File: config.mk
export PLATFORM = sky130hd
export DESIGN_NAME = cfgio_port_unit
export DESIGN_NICKNAME = d
export VERILOG_FILES = /design/src/rtl/cfgio_pkg.sv /design/src/rtl/cfgio_addr_latch.sv /design/src/rtl/cfgio_decode.sv /design/src/rtl/cfgio_read_path.sv /design/src/rtl/cfgio_port_unit.sv
export SDC_FILE = /design/constraint.sdc
export NUM_CORES = 1
export LEC_CHECK = 0
export ABC_AREA = 0
export BUFFER_PORTS_ARGS = -buffer_cell sky130_fd_sc_hd__buf_4
export CAP_MARGIN = 20
export CELL_PAD_IN_SITES_DETAIL_PLACEMENT = 1
export CELL_PAD_IN_SITES_GLOBAL_PLACEMENT = 2
export CORE_MARGIN = 2
export CORE_UTILIZATION = 30
export DETAILED_ROUTE_END_ITERATION = 6
export GPL_ROUTABILITY_DRIVEN = 0
export PLACE_DENSITY = 0.85
export SLEW_MARGIN = 20
export SYNTH_ARGS = -nofsm -noshare
export SYNTH_HDL_FRONTEND = slang
export SYNTH_SLANG_ARGS = --single-unit
File: constraint.sdc
create_clock -name clk -period 6.03 [get_ports clk]
set_input_delay 0.603 -clock clk [delete_from_list [all_inputs] [get_ports clk]]
set_output_delay 0.603 -clock clk [all_outputs]
set_load 0.01 [all_outputs]
File: src/rtl/cfgio_pkg.sv
// Package: shared widths, latch field positions and access-shape helpers
// for the configuration port unit. Assumes a 32-bit latch and dword data.
package cfgio_pkg;

    localparam int DW      = 32;
    localparam int LANES   = DW / 8;
    localparam int OFF_W   = 3;
    localparam int SZ_W    = 3;

    localparam int EN_BIT  = 31;
    localparam int BUS_LSB = 16;
    localparam int BUS_W   = 8;
    localparam int DEV_LSB = 11;
    localparam int DEV_W   = 5;
    localparam int FN_LSB  = 8;
    localparam int FN_W    = 3;
    localparam int REG_LSB = 2;
    localparam int REG_W   = 6;

    typedef struct packed {
        logic [BUS_W-1:0] bus;
        logic [DEV_W-1:0] dev;
        logic [FN_W-1:0]  func;
        logic [REG_W-1:0] reg_idx;
    } cfg_target_t;

    // True for the sizes a write may carry.
    function automatic logic size_ok(input logic [SZ_W-1:0] size);
        return (size == 3'd1) || (size == 3'd2) || (size == 3'd4);
    endfunction

    // True when an access starting at lane 'start' stays inside one dword.
    function automatic logic span_ok(input logic [1:0] start,
                                     input logic [SZ_W-1:0] size);
        logic [3:0] sum;
        sum = {2'b00, start} + {1'b0, size};
        return sum <= 4'd4;
    endfunction

endpackage

File: src/rtl/cfgio_addr_latch.sv
// Address latch: holds the 32-bit configuration target and merges latch
// writes byte lane by byte lane. Assumes the caller asserts wr_en only for
// writes aimed at window bytes 0 to 3; shape checks are done here.
module cfgio_addr_latch
    import cfgio_pkg::*;
(
    input  logic                 clk,
    input  logic                 rst_n,
    input  logic                 wr_en,
    input  logic [1:0]           lane_off,
    input  logic [SZ_W-1:0]      size,
    input  logic [DW-1:0]        wdata,
    output logic [DW-1:0]        latch_q
);

    logic [LANES-1:0] hit;
    logic [DW-1:0]    placed;
    logic [3:0]       lane_end;
    logic             shape_ok;

    // Place write bytes on their target lanes and bound the covered range.
    always_comb begin
        placed   = wdata << {lane_off, 3'b000};
        lane_end = {2'b00, lane_off} + {1'b0, size};
        shape_ok = wr_en && size_ok(size) && span_ok(lane_off, size);
    end

    // One hit flag per lane: lane lies inside [lane_off, lane_end).
    for (genvar i = 0; i < LANES; i++) begin : g_lane_hit
        assign hit[i] = shape_ok && (4'(i) >= {2'b00, lane_off}) && (4'(i) < lane_end);
    end

    // Register: clear on reset, otherwise replace only the hit lanes.
    always_ff @(posedge clk) begin
        if (!rst_n) begin
            latch_q <= '0;
        end else begin
            for (int i = 0; i < LANES; i++) begin
                if (hit[i]) latch_q[8*i +: 8] <= placed[8*i +: 8];
            end
        end
    end

endmodule

File: src/rtl/cfgio_decode.sv
// Field decoder: splits the latch into routing fields and the enable flag.
// Assumes the fixed field layout of the package; bits 30:24 and 1:0 unused.
module cfgio_decode
    import cfgio_pkg::*;
(
    input  logic [DW-1:0] latch_q,
    output cfg_target_t   tgt,
    output logic          enabled
);

    // Pure slicing of the latch into the target record.
    always_comb begin
        enabled     = latch_q[EN_BIT];
        tgt.bus     = latch_q[BUS_LSB +: BUS_W];
        tgt.dev     = latch_q[DEV_LSB +: DEV_W];
        tgt.func    = latch_q[FN_LSB +: FN_W];
        tgt.reg_idx = latch_q[REG_LSB +: REG_W];
    end

endmodule

File: src/rtl/cfgio_read_path.sv
// Read path: picks the source dword, applies lane selection and size mask,
// and registers the response one cycle after the read. Assumes the
// dispatcher's dword is valid in the request cycle.
module cfgio_read_path
    import cfgio_pkg::*;
#(
    parameter logic [DW-1:0] FILL = '1
)(
    input  logic            clk,
    input  logic            rst_n,
    input  logic            rd_fire,
    input  logic [1:0]      lane_start,
    input  logic [SZ_W-1:0] size,
    input  logic            from_data,
    input  logic            enabled,
    input  logic [DW-1:0]   latch_q,
    input  logic [DW-1:0]   cfg_rdata,
    output logic            rvalid,
    output logic [DW-1:0]   rdata
);

    logic [DW-1:0]    src;
    logic [DW-1:0]    shifted;
    logic [DW-1:0]    masked;
    logic [DW-1:0]    result;
    logic [LANES-1:0] keep;

    // Choose the dword the read draws from and move its start lane down.
    always_comb begin
        if (!from_data)    src = latch_q;
        else if (enabled)  src = cfg_rdata;
        else               src = FILL;
        shifted = src >> {lane_start, 3'b000};
    end

    // Keep only the lanes the access size covers.
    for (genvar i = 0; i < LANES; i++) begin : g_lane_keep
        assign keep[i] = size > SZ_W'(i);
        assign masked[8*i +: 8] = keep[i] ? shifted[8*i +: 8] : 8'h00;
    end

    // Out-of-dword reads return the fill pattern in every byte.
    assign result = span_ok(lane_start, size) ? masked : FILL;

    // Response register: valid one cycle after each read.
    always_ff @(posedge clk) begin
        if (!rst_n) begin
            rvalid <= 1'b0;
            rdata  <= '0;
        end else begin
            rvalid <= rd_fire;
            if (rd_fire) rdata <= result;
        end
    end

endmodule

File: src/rtl/cfgio_port_unit.sv
// Top: eight-byte address/data window into configuration space. Bytes 0-3
// reach the address latch, bytes 4-7 become dispatcher requests when the
// latch enable flag is set. Assumes one host access per cycle and a
// dispatcher that answers reads combinationally.
module cfgio_port_unit
    import cfgio_pkg::*;
#(
    parameter logic [31:0] FILL = 32'hFFFF_FFFF
)(
    input  logic        clk,
    input  logic        rst_n,
    input  logic        acc_valid,
    input  logic        acc_write,
    input  logic [2:0]  acc_offset,
    input  logic [2:0]  acc_size,
    input  logic [31:0] acc_wdata,
    output logic        acc_rvalid,
    output logic [31:0] acc_rdata,
    output logic        cfg_req_valid,
    output logic        cfg_req_write,
    output logic [7:0]  cfg_bus,
    output logic [4:0]  cfg_dev,
    output logic [2:0]  cfg_func,
    output logic [5:0]  cfg_reg,
    output logic [1:0]  cfg_byte_off,
    output logic [2:0]  cfg_size,
    output logic [31:0] cfg_wdata,
    input  logic [31:0] cfg_rdata
);

    logic [DW-1:0] latch_q;
    cfg_target_t   tgt;
    logic          enabled;
    logic          data_sel;
    logic [1:0]    lane_start;
    logic          latch_wr;
    logic          rd_fire;
    logic          shape_ok;

    // Classify the incoming access.
    always_comb begin
        data_sel   = acc_offset[OFF_W-1];
        lane_start = acc_offset[1:0];
        latch_wr   = acc_valid && acc_write && !data_sel;
        rd_fire    = acc_valid && !acc_write;
        shape_ok   = span_ok(lane_start, acc_size) &&
                     (acc_write ? size_ok(acc_size) : (acc_size != '0));
    end

    cfgio_addr_latch u_latch (
        .clk      (clk),
        .rst_n    (rst_n),
        .wr_en    (latch_wr),
        .lane_off (lane_start),
        .size     (acc_size),
        .wdata    (acc_wdata),
        .latch_q  (latch_q)
    );

    cfgio_decode u_decode (
        .latch_q (latch_q),
        .tgt     (tgt),
        .enabled (enabled)
    );

    cfgio_read_path #(.FILL(FILL)) u_read (
        .clk        (clk),
        .rst_n      (rst_n),
        .rd_fire    (rd_fire),
        .lane_start (lane_start),
        .size       (acc_size),
        .from_data  (data_sel),
        .enabled    (enabled),
        .latch_q    (latch_q),
        .cfg_rdata  (cfg_rdata),
        .rvalid     (acc_rvalid),
        .rdata      (acc_rdata)
    );

    // Dispatcher request: only enabled, well-shaped data-port accesses.
    always_comb begin
        cfg_req_valid = acc_valid && data_sel && enabled && shape_ok;
        cfg_req_write = acc_write;
        cfg_bus       = tgt.bus;
        cfg_dev       = tgt.dev;
        cfg_func      = tgt.func;
        cfg_reg       = tgt.reg_idx;
        cfg_byte_off  = lane_start;
        cfg_size      = acc_size;
        cfg_wdata     = acc_wdata;
    end

endmodule

==> run metrics <==
CP bufs+invs 2; endpoint required time on the critical path 5430 ps; fraction of final layout cells sized beyond drive strength 1 0.335; type of the most critical hold path flip-flop to flip-flop; utilization of the core after routing 0.383; gate count after technology mapping 560; fillers 1765; minimum period implied by the final worst setup slack 3510 ps; Final Slew Violations 0; number of buffers added by the clock tree synthesis step 9; number of flops mapped to enable cells by yosys 0; Clock Path Buffers 2; setup slack, reg-to-reg 4240 ps; Post-Synth Adder-Cell Area 0.00972; CP delay by family, top adder cells; overflow left after global routing 0; internal power 0.904 mW; area leader, netlist dfxtp_1; placeable core region 15100 µm²; Die Footprint 16400 µm²; clock tree skew after final layout 4.05 ps; initial detailed-routing violation count 184; post-detailed-routing wire length 15800 µm; worst slew margin relative to its limit 0.381; post-synthesis compound-gate area fraction 0.236; pin count of the biggest net entering global routing 92; cell occurring most often along the worst timing path buf_4; Hold Crit Start u_latch.latch_q[0]; share of synthesized area spent on multiplexers 0.167; reg-to-reg startpoint u_latch.latch_q[31]; CP Data Arrival Time 2910 ps; transition time at the pin with the least slew margin 926 ps; outcome completed; hold depth 2; # DRC 0; count of inserted antenna diode cells 0; slowest stage cell on the critical path buf_4; maximum vdd drop 0.000152 V; Post-CTS Hold Fix Bufs 0; vias in the first global route 4435; cell depth of the worst flop-to-flop path 4; row count 45; router iterations before antenna repair 4; post-detailed-placement half-perimeter wirelength 11900 µm; largest fanout of any net on the critical path 55; max_cap viols 0; Seq/Total Area, Yosys 0.281; number of resized instances in the post-cts repair step 0; setup repair after global routing missed its margin no; fraction of registers with async set or reset after synthesis 0; count of nets after finishing 709; per-cell routed wire length 19.2 µm; Avg Synthesized Cell Area 8.27 µm²; slowest stage delay, CP 540 ps; setup repair bufs after CTS 0; Setup Viol. Count Final 0; number of vias in the routed layout 4336; via density per instance 5.26; R2R Path End u_read.rdata[14]; clk sink count 65; residual antenna-violating net count after detailed routing 0; area share of the largest cell type after synthesis 0.281; critical path endpoint category primary output; overall global routing resource usage 0.189; relative contribution of the clock network to total power 0.416; combinational family with the most area after synthesis compound AO/OA/AOI/OAI gates; library cells used by synthesis 42; Starting Density 0.306; Setup Crit Path Kind primary input to primary output; Commonest cells post-synth nand2_1, dfxtp_1, buf_4, mux2i_1; CTS tree done; switching power total 0.352 mW; setup TNS 0 ps; count leader, synth nand2_1; Area Overhead vs Synth 25.3%; global-route wire length before repair 24300 µm; CTS H-Tree Depth 3; number of buffer cells added on primary ports 167; chain of cells forming the critical path buf_4 -> ha_1 -> fa_1 -> nor2_1 -> o22ai_1 -> a211oi_1 -> buf_4; Syn. warnings 0; xor and xnor fraction of the mapped netlist area 0.00378; fraction of the cycle the final worst path needs 0.583; ys flop type dfxtp_1; final hold viol count 0; critical path startpoint category primary input; buffer cell driving the clock tree root clkbuf_16; synthesized-area fraction occupied by and/or/nand/nor cells 0.159; flop and latch count out of synthesis 65; number of top-level design ports 168; clock latency on the worst-skew pair 340 ps; highest clock frequency the design can meet 285 MHz; clk slew on worst S/H paths 50 ps; worst min-delay path endpoint u_latch.latch_q[0]; sequential group share of total power 0.366; chip width 128 µm; Comb pwr share 0.218; die extent in y 128 µm; switching power share of the total 0.280; antenna violations before repair 0; area of the mapped netlist 4630 µm²; power per cell area 216 nW/µm²; cell types with the largest area share after synthesis dfxtp_1, mux2i_1, buf_4, nand2_1, o21ai_0; static leakage power 2.57 nW; Synth Net Count 637
==> state kept, by name, summed over array words and instances, names as in the netlist <==
name,flops
u_latch.latch_q,32
u_read.rdata,32
u_read.rvalid,1
==> worst min-delay path, stage by stage (launching register included) <==
cell	delay, ps
dfxtp_1	320
nand2_1	60
mux2i_1	60
==> kinds of logic after synthesis <==
kind of cell,after synthesis
compound gates,156
simple gates,154
fa+ha+maj,3
buf+inv,113
flops,65
xor+xnor,2
mux,67
==> layout make-up <==
class                   count  area, µm²  area share
clock buffers              10        239      0.0412
well taps                 188        235      0.0405
inverters                   4       15.0     0.00259
repair buffers            170       1280       0.220
flip-flops and latches     65       1300       0.224
multi-input cells         382       2680       0.462
clock inverters             5       56.3     0.00970
==> how the worst max path moves through the flow <==
stage	end	from	cells after the start
3_5_place_dp	u_read.rdata[15]	acc_offset[0]	7
5_1_grt	cfg_req_valid	acc_offset[0]	7
3_3_place_gp	u_read.rdata[13]	acc_offset[0]	7
6_report	cfg_req_valid	acc_offset[0]	7
2_1_floorplan	u_latch.latch_q[0]	acc_offset[0]	6
4_1_cts	cfg_req_valid	acc_offset[0]	7
==> power by group through the flow <==
stage / combinational (mW) / sequential (mW) / clock [mW]
finish: 0.274 / 0.460 / 0.522
global route: 0.299 / 0.463 / 0.546
CTS: 0.274 / 0.461 / 0.528
floorplan: 0.156 / 0.474 / 0
global placement: 0.264 / 0.469 / 0
detailed placement: 0.272 / 0.470 / 0
==> cells in the final DEF, fill, tap and decap left out, types with 3 or more instances in the layout <==
cell / instances
a2111o_1: 3
a21o_1: 3
a21oi_1: 26
a311oi_1: 8
and3b_1: 15
buf_4: 170
clkbuf_16: 9
dfxtp_1: 65
inv_1: 3
mux2_2: 12
mux2i_1: 48
mux4_2: 7
nand2_1: 84
nand2b_1: 16
nor2_1: 22
nor3_1: 5
o211ai_1: 19
o21ai_0: 38
o21bai_1: 7
o221a_2: 4
o221ai_1: 21
o22ai_1: 11
o2bb2ai_1: 9
==> per-layer routing <==
layer	vias up	track usage	part of all wire
li1	2114	-	-
met1	2047	0.255	0.46
met2	148	0.294	0.45
met3	27	0.0338	0.059
met4	0	0.0899	0.032
met5	-	0	0
==> stage by stage <==
stage	worst slack (ps)	power, mW	cells	cell area [µm²]	hold WS, ps
2_1_floorplan	3220	0.630	560	4630	432
3_3_place_gp	2460	0.733	809	5500	452
3_5_place_dp	2200	0.742	809	5500	469
4_1_cts	2530	1.26	824	5800	484
5_1_grt	2300	1.31	824	5810	507
6_report	2520	1.26	824	5810	479
(Power assumes the default switching activity.)
